===== src/rtl/xu_ctrl_pkg.sv =====
// Package: field positions and masks of the translation unit control word.
// Assumes a single 32-bit word; positions other than those below are reserved.
package xu_ctrl_pkg;
    localparam int REG_W         = 32;
    localparam int POS_ENABLE    = 0;
    localparam int POS_IMPL      = 1;
    localparam int UNIT_LSB      = 4;
    localparam int UNIT_W        = 4;
    localparam int UNIT_MSB      = UNIT_LSB + UNIT_W - 1;
    localparam int POS_IRQ_EN    = 8;
    localparam int POS_QUIESCENT = 31;
    localparam logic [REG_W-1:0] RESERVED_MASK = 32'h7FFF_FE0C;
endpackage


===== src/rtl/xu_ctrl_regs.sv =====
// Module: control word storage with write guards.
// Assumes `quiescent` is the registered drain flag; the unit number opens only
// when disabled and quiescent, and a 0->1 enable needs quiescent.
module xu_ctrl_regs
    import xu_ctrl_pkg::*;
#(
    parameter bit IMPL_BIT_RW = 1'b1
) (
    input  logic             clk,
    input  logic             rst_n,
    input  logic             wr_en,
    input  logic [REG_W-1:0] wdata,
    input  logic             cap_irq,
    input  logic             quiescent,
    output logic             en_bit,
    output logic             irq_en,
    output logic [REG_W-1:0] rdata
);
    logic              en_q;
    logic              irq_q;
    logic              impl_q;
    logic [UNIT_W-1:0] unit_q;
    logic              unit_open;
    logic              unused_wbits;

    assign unit_open    = !en_q && quiescent;
    assign unused_wbits = ^{wdata[REG_W-1:POS_IRQ_EN+1], wdata[UNIT_LSB-1:POS_IMPL+1]};

    // Store the guarded fields on a write.
    always_ff @(posedge clk) begin
        if (!rst_n) begin
            en_q   <= 1'b0;
            irq_q  <= 1'b0;
            unit_q <= '0;
        end else if (wr_en) begin
            en_q  <= wdata[POS_ENABLE] & (en_q | quiescent);
            irq_q <= wdata[POS_IRQ_EN] & cap_irq;
            if (unit_open) begin
                unit_q <= wdata[UNIT_MSB:UNIT_LSB];
            end
        end
    end

    generate
        if (IMPL_BIT_RW) begin : g_impl_rw
            // Plain read/write implementation bit.
            always_ff @(posedge clk) begin
                if (!rst_n) begin
                    impl_q <= 1'b0;
                end else if (wr_en) begin
                    impl_q <= wdata[POS_IMPL];
                end
            end
        end else begin : g_impl_ro
            assign impl_q = 1'b0;
        end
    endgenerate

    assign en_bit = en_q;
    assign irq_en = irq_q & cap_irq;

    // Assemble the read view.
    always_comb begin
        rdata                      = '0;
        rdata[POS_QUIESCENT]       = quiescent;
        rdata[POS_IRQ_EN]          = irq_en;
        rdata[UNIT_MSB:UNIT_LSB]   = unit_q;
        rdata[POS_IMPL]            = impl_q;
        rdata[POS_ENABLE]          = en_q;
    end
endmodule


===== src/rtl/xu_occupancy_cnt.sv =====
// Module: saturating up/down occupancy counter.
// Assumes one increment and one decrement pulse at most per cycle.
module xu_occupancy_cnt #(
    parameter int CNT_W = 6
) (
    input  logic clk,
    input  logic rst_n,
    input  logic inc,
    input  logic dec,
    output logic empty
);
    localparam logic [CNT_W-1:0] CNT_MAX = '1;

    logic [CNT_W-1:0] cnt_q;

    // Count up and down without wrapping at either end.
    always_ff @(posedge clk) begin
        if (!rst_n) begin
            cnt_q <= '0;
        end else begin
            case ({inc, dec})
                2'b10: if (cnt_q != CNT_MAX) cnt_q <= cnt_q + 1'b1;
                2'b01: if (cnt_q != '0) cnt_q <= cnt_q - 1'b1;
                default: cnt_q <= cnt_q;
            endcase
        end
    end

    assign empty = (cnt_q == '0);
endmodule


===== src/rtl/xu_enable_seq.sv =====
// Module: enable settling and registered quiescent flag.
// Assumes EN_SETTLE >= 1; `drained` is true when no work is outstanding.
module xu_enable_seq #(
    parameter int EN_SETTLE = 3
) (
    input  logic clk,
    input  logic rst_n,
    input  logic en_bit,
    input  logic drained,
    output logic en_active,
    output logic quiescent
);
    localparam int SW = (EN_SETTLE > 1) ? $clog2(EN_SETTLE) : 1;
    localparam logic [SW-1:0] LAST = SW'(EN_SETTLE - 1);

    logic [SW-1:0] settle_q;
    logic          active_q;
    logic          quiet_q;

    // Count settling cycles after enable before declaring it active.
    always_ff @(posedge clk) begin
        if (!rst_n) begin
            settle_q <= '0;
            active_q <= 1'b0;
        end else if (!en_bit) begin
            settle_q <= '0;
            active_q <= 1'b0;
        end else if (!active_q) begin
            if (settle_q == LAST) begin
                active_q <= 1'b1;
            end else begin
                settle_q <= settle_q + 1'b1;
            end
        end
    end

    // Register the quiescent flag from the drain state or the enable phase.
    always_ff @(posedge clk) begin
        if (!rst_n) begin
            quiet_q <= 1'b1;
        end else begin
            quiet_q <= en_bit ? !active_q : drained;
        end
    end

    assign en_active = active_q;
    assign quiescent = quiet_q;
endmodule


===== src/rtl/xu_traffic_gate.sv =====
// Module: gates translation requests and command fetches on the enable.
// Assumes a disabled unit must still accept and drop requests.
module xu_traffic_gate (
    input  logic gate_on,
    input  logic xl_req_valid,
    input  logic xl_eng_ready,
    input  logic cmd_fetch_req,
    output logic xl_req_ready,
    output logic xl_fwd_valid,
    output logic cmd_fetch_grant
);
    // Pass or swallow traffic depending on the gate.
    always_comb begin
        xl_fwd_valid    = gate_on & xl_req_valid;
        xl_req_ready    = gate_on ? xl_eng_ready : 1'b1;
        cmd_fetch_grant = gate_on & cmd_fetch_req;
    end
endmodule


===== src/rtl/xu_quiesce_ctrl.sv =====
// Module: top of the translation unit enable/quiesce controller.
// Assumes pulse inputs are one cycle wide and synchronous to clk.
module xu_quiesce_ctrl
    import xu_ctrl_pkg::*;
#(
    parameter int EN_SETTLE   = 3,
    parameter int CNT_W       = 6,
    parameter bit IMPL_BIT_RW = 1'b1
) (
    input  logic             clk,
    input  logic             rst_n,
    input  logic             reg_wr,
    input  logic [REG_W-1:0] reg_wdata,
    output logic [REG_W-1:0] reg_rdata,
    input  logic             cap_irq_support,
    input  logic             xl_req_valid,
    output logic             xl_req_ready,
    output logic             xl_fwd_valid,
    input  logic             xl_eng_ready,
    input  logic             cmd_fetch_req,
    output logic             cmd_fetch_grant,
    input  logic             txn_start,
    input  logic             txn_done,
    input  logic             fwd_issue,
    input  logic             fwd_ack,
    input  logic             sync_pending,
    input  logic             unmapped_status,
    output logic             unmapped_irq
);
    localparam int N_CNT = 2;

    logic             en_bit;
    logic             irq_en;
    logic             en_active;
    logic             quiescent;
    logic             drained;
    logic             all_empty;
    logic [N_CNT-1:0] cnt_inc;
    logic [N_CNT-1:0] cnt_dec;
    logic [N_CNT-1:0] cnt_empty;
    logic             irq_q;

    assign cnt_inc   = {fwd_issue, txn_start};
    assign cnt_dec   = {fwd_ack, txn_done};
    assign all_empty = &cnt_empty;
    assign drained   = all_empty && !sync_pending;

    xu_ctrl_regs #(.IMPL_BIT_RW(IMPL_BIT_RW)) u_regs (
        .clk       (clk),
        .rst_n     (rst_n),
        .wr_en     (reg_wr),
        .wdata     (reg_wdata),
        .cap_irq   (cap_irq_support),
        .quiescent (quiescent),
        .en_bit    (en_bit),
        .irq_en    (irq_en),
        .rdata     (reg_rdata)
    );

    generate
        for (genvar i = 0; i < N_CNT; i++) begin : g_cnt
            xu_occupancy_cnt #(.CNT_W(CNT_W)) u_cnt (
                .clk   (clk),
                .rst_n (rst_n),
                .inc   (cnt_inc[i]),
                .dec   (cnt_dec[i]),
                .empty (cnt_empty[i])
            );
        end
    endgenerate

    xu_enable_seq #(.EN_SETTLE(EN_SETTLE)) u_seq (
        .clk       (clk),
        .rst_n     (rst_n),
        .en_bit    (en_bit),
        .drained   (drained),
        .en_active (en_active),
        .quiescent (quiescent)
    );

    xu_traffic_gate u_gate (
        .gate_on         (en_active & en_bit),
        .xl_req_valid    (xl_req_valid),
        .xl_eng_ready    (xl_eng_ready),
        .cmd_fetch_req   (cmd_fetch_req),
        .xl_req_ready    (xl_req_ready),
        .xl_fwd_valid    (xl_fwd_valid),
        .cmd_fetch_grant (cmd_fetch_grant)
    );

    // Register the unmapped-message interrupt.
    always_ff @(posedge clk) begin
        if (!rst_n) begin
            irq_q <= 1'b0;
        end else begin
            irq_q <= irq_en & unmapped_status;
        end
    end

    assign unmapped_irq = irq_q;
endmodule


===== config.mk =====
export PLATFORM = sky130hd
export DESIGN_NAME = xu_quiesce_ctrl
export DESIGN_NICKNAME = d
export VERILOG_FILES = /design/src/rtl/xu_ctrl_pkg.sv /design/src/rtl/xu_ctrl_regs.sv /design/src/rtl/xu_occupancy_cnt.sv /design/src/rtl/xu_enable_seq.sv /design/src/rtl/xu_traffic_gate.sv /design/src/rtl/xu_quiesce_ctrl.sv
export SDC_FILE = /design/constraint.sdc
export NUM_CORES = 1
export LEC_CHECK = 0
export CAP_MARGIN = 20
export CORE_MARGIN = 2
export CORE_UTILIZATION = 38
export DETAILED_ROUTE_END_ITERATION = 10
export GPL_TIMING_DRIVEN = 0
export PLACE_DENSITY_LB_ADDON = 0.1
export SYNTH_ARGS = -nofsm -noshare
export SYNTH_HDL_FRONTEND = slang
export SYNTH_SLANG_ARGS = --single-unit
export TNS_END_PERCENT = 30

===== constraint.sdc =====
create_clock -name clk -period 1.9 [get_ports clk]
set_input_delay 0.38 -clock clk [delete_from_list [all_inputs] [get_ports clk]]
set_output_delay 0.38 -clock clk [all_outputs]
set_load 0.1 [all_outputs]

After elaboration in Yosys (flattened, before gate mapping)
Index checks and enable logic that the tools add are counted.

$add $sub $neg: 5. Equality and inequality tests: 11. Mux-type cells: 10. Bitwise logic cells: 10. Reduce and logical (&&, ||, !) cells: 17.

Operators with widths (number): $mux W6 (4); $pmux W6 S2 (2); $add A6 B1 Y6 const B (2); $logic_not A6 Y1 (2); $ne A6 B6 Y1 const B (2); $reduce_bool A6 Y1 (2); $sub A6 B1 Y6 const B (2); $ne A2 B1 Y1 const B (4); $reduce_and A2 Y1 (4); $and A1 B1 Y1 (7); $eq A2 B2 Y1 const B (3); $reduce_and A3 Y1 (2); $eq A2 B1 Y1 const B (2); $mux W1 (4); $reduce_bool A2 Y1 (2); $logic_not A1 Y1 (3); $add A2 B1 Y2 const B (1); $logic_and A1 B1 Y1 (2); $not A1 Y1 (2); $or A1 B1 Y1 (1).

Flip-flop bits (word level): 24. Bits of input ports: 45. Output and inout port bits: 36.

Depth between registers and ports, before layout
Gate-level depths: netlist of run 1.

Depth after elaboration: 4. Gate-level depth with buffers: 9. Gate-level depth less buffers: 8.

Modules after synthesis
A second synthesis of run 1 with hierarchy kept.

Cell total of the unflattened synthesis: 190. Area total of the unflattened synthesis: 1635.3 sq um.

By module, submodules not included: xu_occupancy_cnt (times used 2, cells each 52, area each 456.7 sq um); xu_ctrl_regs (times used 1, cells each 61, area each 505.5 sq um); xu_enable_seq (times used 1, cells each 18, area each 156.4 sq um); xu_quiesce_ctrl (times used 1, cells each 4, area each 41.3 sq um); xu_traffic_gate (times used 1, cells each 3, area each 18.8 sq um).

Least setup slack after synthesis of run 1
No wires, ideal clock.

Path type: input to register. Start: in txn_start. End: reg g_cnt[0].u_cnt.cnt_q[2]. Library setup time: 0.071 ns. Arrival time: 1.862 ns. Slack: -0.032 ns. Cell stages on the path: 9. Path through: inv_1 ha_1 buf_2 xor2_1 ha_1 a21oi_1 xor2_1 or4_1 a21oi_1.

Word-level cells in the longest chain between the ends: 3.

RTL lines: start: declaration (line xu_quiesce_ctrl.sv:22) `input logic txn_start,`; $eq A2 B1 Y1 or $eq A2 B2 Y1 (tied branches) (line xu_occupancy_cnt.sv:21) `case ({inc, dec})`; $ne A2 B1 Y1 (no line) or $reduce_bool A2 Y1 (tied branches); $reduce_and A3 Y1 (no line); end signal: assignment (line xu_occupancy_cnt.sv:22) `2'b10: if (cnt_q != CNT_MAX) cnt_q <= cnt_q + 1'b1;`; end signal: assignment (line xu_occupancy_cnt.sv:23) `2'b01: if (cnt_q != '0) cnt_q <= cnt_q - 1'b1;`; end signal: assignment (line xu_occupancy_cnt.sv:24) `default: cnt_q <= cnt_q;`; end: declaration (line xu_occupancy_cnt.sv:14) `logic [CNT_W-1:0] cnt_q;`.

Parallel ways exist; a longest one is shown, timed or not. A chain may end at the register's enable or synchronous reset.

Final worst setup path of run 1
Start: in xl_eng_ready. End: out xl_req_ready.

Word-level cells in the longest chain between the ends: 1.

RTL lines: start: declaration (line xu_quiesce_ctrl.sv:19) `input logic xl_eng_ready,`; $mux W1 (line xu_traffic_gate.sv:15) `xl_req_ready = gate_on ? xl_eng_ready : 1'b1;`; end: declaration (line xu_quiesce_ctrl.sv:17) `output logic xl_req_ready,`.

No other way between the ends.

==> results of run 1 <==
-- Yosys cell counts (2+ instances only) --
cell type,number
a211oi_1,5
buf_4,28
o221a_2,2
nand3_1,2
nand3b_1,5
nor2b_1,3
mux2i_1,9
or4_1,2
clkbuf_1,3
nand2b_1,6
a32oi_1,2
nor4_1,3
buf_2,5
and3_1,3
buf_6,3
and4_4,2
a31o_2,2
nor4b_1,2
and2_1,2
ha_1,9
nand2_1,9
dfxtp_1,24
and3b_1,4
a21oi_1,13
nor3b_1,2
o31ai_1,4
xor2_1,6
o21ai_0,10
o311ai_0,2
or3_1,2
nor2_1,13
inv_1,11
-- registers in the layout, indices dropped and copies added, names as in the netlist --
name,count
g_cnt.u_cnt.cnt_q,12
u_regs.irq_q,1
u_regs.unit_q,4
u_seq.settle_q,2
u_regs.impl_q,1
u_seq.en_active,1
unmapped_irq,1
u_seq.quiescent,1
u_regs.en_bit,1
-- layout make-up --
cell class / instances / area [µm²] / area share (%)
Buffer: 37 / 278 / 12.0
Multi-Input combinational cell: 158 / 1100 / 47.5
Sequential cell: 24 / 480 / 20.8
Tap cell: 52 / 65.1 / 2.81
Inverter: 11 / 41.3 / 1.79
Timing Repair Buffer: 35 / 308 / 13.3
Clock buffer: 3 / 41.3 / 1.79
-- tightest hold or removal path: cells and delay by family (launching register included) --
family | cells | cell delay (ns)
compound gates | 1 | 0.05
flops | 1 | 0.32
simple gates | 1 | 0.05
-- worst max path at each step --
stage	from	endpoint	slack, ns	cells after the start
2_1_floorplan	fwd_issue	g_cnt[1].u_cnt.cnt_q[2]$_SDFFE_PN0P_	-0.02	9
3_3_place_gp	cap_irq_support	reg_rdata[8]	-0.69	4
3_5_place_dp	cap_irq_support	reg_rdata[8]	-0.68	4
4_1_cts	txn_start	g_cnt[0].u_cnt.cnt_q[2]$_SDFFE_PN0P_	-0.21	10
5_1_grt	g_cnt[1].u_cnt.cnt_q[1]$_SDFFE_PN0P_	g_cnt[1].u_cnt.cnt_q[2]$_SDFFE_PN0P_	-0.01	7
6_report	xl_eng_ready	xl_req_ready	0.06	3
-- per-stage QoR --
| step | area (µm²) | total power [µW] | utilization, % | std cells | hold WS, ns |
|---|---|---|---|---|---|
| 4_1_cts | 2300 | 1630 | 52.1 | 321 | 0.460 |
| 3_3_place_gp | 2230 | 1320 | 50.4 | 315 | 0.445 |
| 6_report | 2310 | 1620 | 52.4 | 320 | 0.460 |
| 2_1_floorplan | 1850 | 1200 | - | 232 | 0.425 |
| 3_5_place_dp | 2230 | 1330 | 50.4 | 315 | 0.444 |
| 5_1_grt | 2310 | 1720 | 52.4 | 320 | 0.509 |
-- repair_timing --
action / in CTS / in global routing
gates resized for setup: 40 / 18
endpoints found under the setup margin: 21 / 11
pin swaps: 4 / 5
hold endpoints to repair: 0 / 0
setup buffers: 3 / 1
-- cells by family (layout without fill, tap and decap cells) --
logic type	count (synthesis)	after routing	synth area share [%]
buffers and inverters	50	86	18.3
multiplexers	9	9	5.13
flip-flops	24	24	27.4
AND/OR/NAND/NOR	66	66	23.1
adder cells (fa/ha/maj)	9	9	6.41
other	1	24	0.214
XOR/XNOR	7	7	3.49
AO/OA/AOI/OAI	43	43	16.0
-- layer usage --
| metal | up-vias | global-route usage [%] | routed length [µm] |
|---|---|---|---|
| met4 | 0 | 3.77 | 27 |
| met1 | 691 | 18.8 | 1700 |
| met2 | 36 | 22.9 | 1680 |
| met5 | - | 0 | 0 |
| li1 | 801 | - | - |
| met3 | 4 | 2.78 | 162 |
-- where the power goes --
group	internal, µW	switching, µW
Sequential	549	41.8
Clock	142	154
Combinational	241	497
-- cell usage in the layout (no fill, tap or decap), drive strengths merged, types with 3 or more instances in the layout --
master and count:
and3 3, nor4 4, nand2 9, a21oi 13, nor2 13, dlygate4sd2 3
ha 9, inv 11, xor2 6, nand3b 5, o21ai 10, clkdlybuf4s15 3
nand2b 6, a211oi 5, dfxtp 24, buf 44, and3b 5, nor2b 3
clkdlybuf4s50 15, mux2i 9, clkbuf 8, o31ai 4, conb 24
==> reports/results.txt, run 1 <==
Min Tclk post-route: 1.84 ns
Crit path DAT: 1.46 ns
Final setup viols: 0
Post-Syn Instances: 209
Worst-path cell with the longest stage delay: clkdlybuf4s18_2
Yosys top cell by area: dfxtp_1
Crit-path leading delay family: buffers and inverters
Tightest Pin Transition: 0.970 ns
Power per cell area: 702 nW/µm²
Critical path class: primary input to primary output
Final HPWL DP: 2670 µm
Number of I/O pins: 81
Yosys reg bits: 24
Leak Pwr: 0.00107 µW
Placer congestion estimate: 0.775
Sequential area share after synthesis: 27.4%
Worst r2r src: g_cnt[1].u_cnt.cnt_q[1]$_SDFFE_PN0P_
CTS tree: yes
Post-synth EDFFs: 0
Worst vdd ir: 0.333 mV
Slew HR: 35.6%
Core area: 4410 µm²
Crit-path cells: clkdlybuf4s50_1 -> nand3b_1 -> clkdlybuf4s18_2
Clock Latency Late Sink: 0.26 ns
Status: finished clean
Std-Cell Rows: 24
Port bufs: 31
Synth Flop Type: dfxtp_1
CTS root buffer: clkbuf_8
Setup Skew: 0.00726 ns
R2r setup slk: 0.07 ns
Max-slew violations: 0
Post-synth cell types: 43
Starting density of the core: 39.8%
DR pass1 iterations: 4
Crit path max fanout: 1
Reg2reg end: g_cnt[1].u_cnt.cnt_q[2]$_SDFFE_PN0P_
Die Y: 72.0 µm
Syn Std Cell Area: 1760 µm²
H-tree levels: 1
Share of cells above drive strength 1: 27.2%
Hold path depth: 2
Async S/R FF share, synth: 0%
Die width: 72.0 µm
# Max-Cap Violations: 0
# fillers: 444
CTS sink count: 24
Gr ovfl total: 0
Fin worst setup slack: 0.0645 ns
DR vias/cell: 4.79
Min-Delay Path Class: register to register
Vias: 1,532
Ys Warns: 0
Main area contributors after synthesis: dfxtp_1 (27%), buf_4 (12%), ha_1 (6.4%)
DR WL/cell: 11.2 µm
Area Overhead vs Synth: 31.7%
Antenna viol nets, final: 0
Worst Min Path Start: u_regs.irq_q$_SDFFE_PN0P_
Pre-CTS setup slack: -0.682 ns
WL final: 3570 µm
Total GRT Usage: 14.0%
Endpoint type of the worst setup path: primary output
Max Root-Sink Buffers: 2
CP required: 1.52 ns
Final Hold Vio Count: 0
CTS clk-pin slew, worst paths: 0.08 ns
ANT cells: 0
Nets: 324
Worst Hold End: u_regs.irq_q$_SDFFE_PN0P_
Largest net degree at the start of global routing: 13
CP startpoint kind: primary input
Hold_buf cts: 0
Drt drc: 0
Initial DRC Count: 28
Fmax: 545 MHz
CP bufs+invs: 2
Syn_area_per_cell: 8.40 µm²
Num CTS Buffers: 3
Initial antenna violation count: 0
Post-route setup TNS: 0 ns
R2R cell count: 7
First-pass GRT wire length: 5870 µm
DIE AREA: 5180 µm²
CP max stage delay: 0.54 ns
Fin crit share: 96.6%
Vias in the first global route: 1,337
Synth top area share: 27.4%
No activity file was read; power rests on OpenSTA's default activity.
==> run 2: changes to the inputs <==
Settings changed: ABC_AREA from default to 1, CORE_UTILIZATION 38 to 37, PLACE_DENSITY from default to 0.82, PLACE_DENSITY_LB_ADDON 0.1 to default.
==> run 2 against run 1 <==
Effect of this change:
- die area down 0.97%
- highest routed layer unchanged
- utilization shrank 2.2 points
- final cell count rose by 13%
- synthesized cell count grew 21%
- worst setup slack worse by 0.038 ns
- global-route usage fell by 1.3 points
- critical path type unchanged
- critical path depth increased by 1
- sequential cell count stayed put
- critical endpoint is now cmd_fetch_grant
- sequential power increased by 4.9%
==> reports/results.txt, run 2 <==
Pint: 916 µW (-1.7%)
Min Tclk post-route: 1.87 ns (+0.0381 ns)
Critical path class: primary input to primary output
Final Hold Vio Count: 0 (unchanged)
Synth top area share: 28.4% (+1.0 points)
Share of cells above drive strength 1: 18.4% (-8.9 points)
CP startpoint kind: primary input
RSZ-0062 raised after global routing: yes
Yosys reg bits: 24 (unchanged)
DR pass1 iterations: 4 (unchanged)
Leading cell types by count after synthesis: nor2_1 (47), nand2_1 (39), buf_4 (29), inv_1 (26), dfxtp_1 (24)
# Max-Cap Violations: 0 (unchanged)
Main area contributors after synthesis: dfxtp_1 (28%), buf_4 (13%), nor2_1 (10%)
DR WL/cell: 8.95 µm (-20%)
Post-synth EDFFs: 0 (unchanged)
Vias in the first global route: 1,320 (-1.3%)
Crit path DAT: 1.49 ns (+0.03 ns)
Slew HR: 35.9% (+0.29 points)
Number of flip-flops in the largest register: 12 (unchanged)
Most frequent cells in the layout: nor2_1 (47), nand2_1 (39), buf_4 (33)
Fin crit share: 98.6% (+2.0 points)
Syn_area_per_cell: 6.69 µm² (-20%)
Most common cell after layout, fill and taps aside: nor2_1
Area Overhead vs Synth: 30.0%
Hold path depth: 2 (unchanged)
CTS tree: yes
Initial antenna violation count: 0 (unchanged)
ANT cells: 0 (unchanged)
Hold_buf cts: 0 (unchanged)
Drt drc: 0 (unchanged)
Sw Ratio: 44.5% (+1.8 points)
Nets: 366 (+13%)
Post-DP Area: 2150 µm² (-3.3%)
Antenna viol nets, final: 0 (unchanged)
Min-Delay Path Class: register to register
CTS clk-pin slew, worst paths: 0.07 ns (about the same)
Clock Latency Late Sink: 0.26 ns (about the same)
Async S/R FF share, synth: 0% (unchanged)
Net Sw Power: 733 µW (+5.9%)
WL final: 3240 µm (-9.2%)
R2R cell count: 10 (+3)
Post-route cell area: 2200 µm² (-4.9%)
First-pass GRT wire length: 5340 µm (-9.0%)
Sequential power share: 37.6% (+1.2 points)
H-tree levels: 1 (unchanged)
Vias: 1,529 (-0.20%)
CTS sink count: 24 (unchanged)
Leak Pwr: 0.00115 µW (+7.7%)
Sequential area share after synthesis: 28.4% (+1.0 points)
Reg2reg end: g_cnt[0].u_cnt.cnt_q[4]$_SDFFE_PN0P_
CTS root buffer: clkbuf_8
Biggest regs: g_cnt.u_cnt.cnt_q (12), u_regs.unit_q (4), u_seq.settle_q (2)
Worst vdd ir: 0.691 mV (+110%)
Count leader, synth: nor2_1
Post-route setup TNS: 0 ns (unchanged)
Synth Flop Type: dfxtp_1
DR vias/cell: 4.22 (-12%)
Syn Std Cell Area: 1690 µm² (-3.6%)
Fmax: 534 MHz (-2.0%)
Tightest Pin Transition: 0.966 ns (-0.00440 ns)
WHS: 0.464 ns (+0.00428 ns)
Total GRT Usage: 12.6% (-1.3 points)
Yosys top cell by area: dfxtp_1
Crit path max fanout: 1 (unchanged)
Combinational Power Share: 45.1% (-0.3 points)
Power per cell area: 750 nW/µm² (+6.7%)
Largest net degree at the start of global routing: 13 (unchanged)
Num CTS Buffers: 3 (unchanged)
Clock power frac: 17.3% (-0.9 points)
Placer congestion estimate: 0.886 (+14%)
DIE AREA: 5130 µm² (-0.97%)
Endpoint type of the worst setup path: primary output
Gr ovfl total: 0 (unchanged)
Worst Hold End: unmapped_irq$_SDFF_PN0_
Largest reg by FF count: g_cnt.u_cnt.cnt_q
Number of I/O pins: 81 (unchanged)
Die Y: 71.6 µm (-0.49%)
R2r setup slk: 0.36 ns (+0.29 ns)
Worst Min Path Start: u_regs.irq_q$_SDFFE_PN0P_
Status: finished clean
Setup Skew: 0.00341 ns (-0.00385 ns)
Die width: 71.6 µm (-0.49%)
Ys Warns: 0 (unchanged)
Post-Syn Instances: 253 (+21%)
Core area: 4380 µm² (-0.68%)
Post-synth cell types: 27 (-37%)
Port bufs: 31 (unchanged)
Final HPWL DP: 2680 µm (+0.15%)
Std-Cell Rows: 24 (unchanged)
Starting density of the core: 38.6% (-1.2 points)
Worst r2r src: g_cnt[0].u_cnt.cnt_q[1]$_SDFFE_PN0P_
Initial DRC Count: 62 (+120%)
Max-slew violations: 0 (unchanged)
CP required: 1.52 ns (about the same)
Final setup viols: 0 (unchanged)
Max Root-Sink Buffers: 2 (unchanged)
==> run 2: critical path, cell delays in order <==
cell             delay [ns]
clkdlybuf4s50_1        0.45
inv_1                  0.04
nor2_1                 0.08
clkdlybuf4s18_2        0.54
==> run 2: what timing repair did <==
item,4_1_cts,5_1_grt
gates resized for setup,34,6
setup endpoints to repair,16,5
setup buffers,0,0
pin swaps,2,0
==> run 2: routing by layer <==
layer | track usage, % | routed length [µm] | vias to the layer above
met5 | 0 | 0 | -
li1 | - | - | 860
met4 | 1.89 | 12 | 0
met3 | 2.95 | 172 | 2
met2 | 23.9 | 1650 | 34
met1 | 14.6 | 1410 | 633
==> run 2: power groups by stage <==
stage               logic, µW  registers (µW)  clock network, µW
floorplan                 569             674                  0
global placement          738             630                  0
detailed placement        747             632                  0
CTS                       745             621                292
global route              802             631                314
finish                    744             620                285
==> run 2: cell type report <==
type / count / area, µm²
tap: 52 / 65.1
sequential: 24 / 480
buffer: 31 / 225
timing repair buffer: 31 / 287
multi-input combinational: 191 / 988
fill: 438 / 2180
inverter: 30 / 113
clock buffer: 3 / 41.3
==> run 2: how the worst max path moves through the flow <==
stage | startpoint | end | slack, ns | cells past startpoint
2_1_floorplan | u_regs.en_bit$_SDFFE_PN0P_ | cmd_fetch_grant | -0.19 | 2
3_3_place_gp | cap_irq_support | reg_rdata[8] | -0.67 | 5
3_5_place_dp | cap_irq_support | reg_rdata[8] | -0.67 | 5
4_1_cts | txn_start | g_cnt[0].u_cnt.cnt_q[4]$_SDFFE_PN0P_ | -0.13 | 14
5_1_grt | cmd_fetch_req | cmd_fetch_grant | -0.01 | 4
6_report | cmd_fetch_req | cmd_fetch_grant | 0.03 | 4
==> run 2: kinds of logic (layout without fill, tap and decap cells) <==
logic type	after synthesis	after routing	share of synthesized area, %
buffers and inverters	61	95	20.0
XOR/XNOR	7	7	3.62
flip-flops	24	24	28.4
other	1	24	0.222
adder cells (fa/ha/maj)	9	9	6.66
AND/OR/NAND/NOR	111	111	28.3
AO/OA/AOI/OAI	40	40	12.9
==> run 2: metrics by stage <==
stage,utilization (%),total power [µW],worst slack [ns],std cells
2_1_floorplan,-,1240,-0.185,276
4_1_cts,50.1,1660,-0.127,362
5_1_grt,50.2,1750,-0.0101,362
3_3_place_gp,49.1,1370,-0.674,359
3_5_place_dp,49.1,1380,-0.672,359
6_report,50.2,1650,0.0264,362
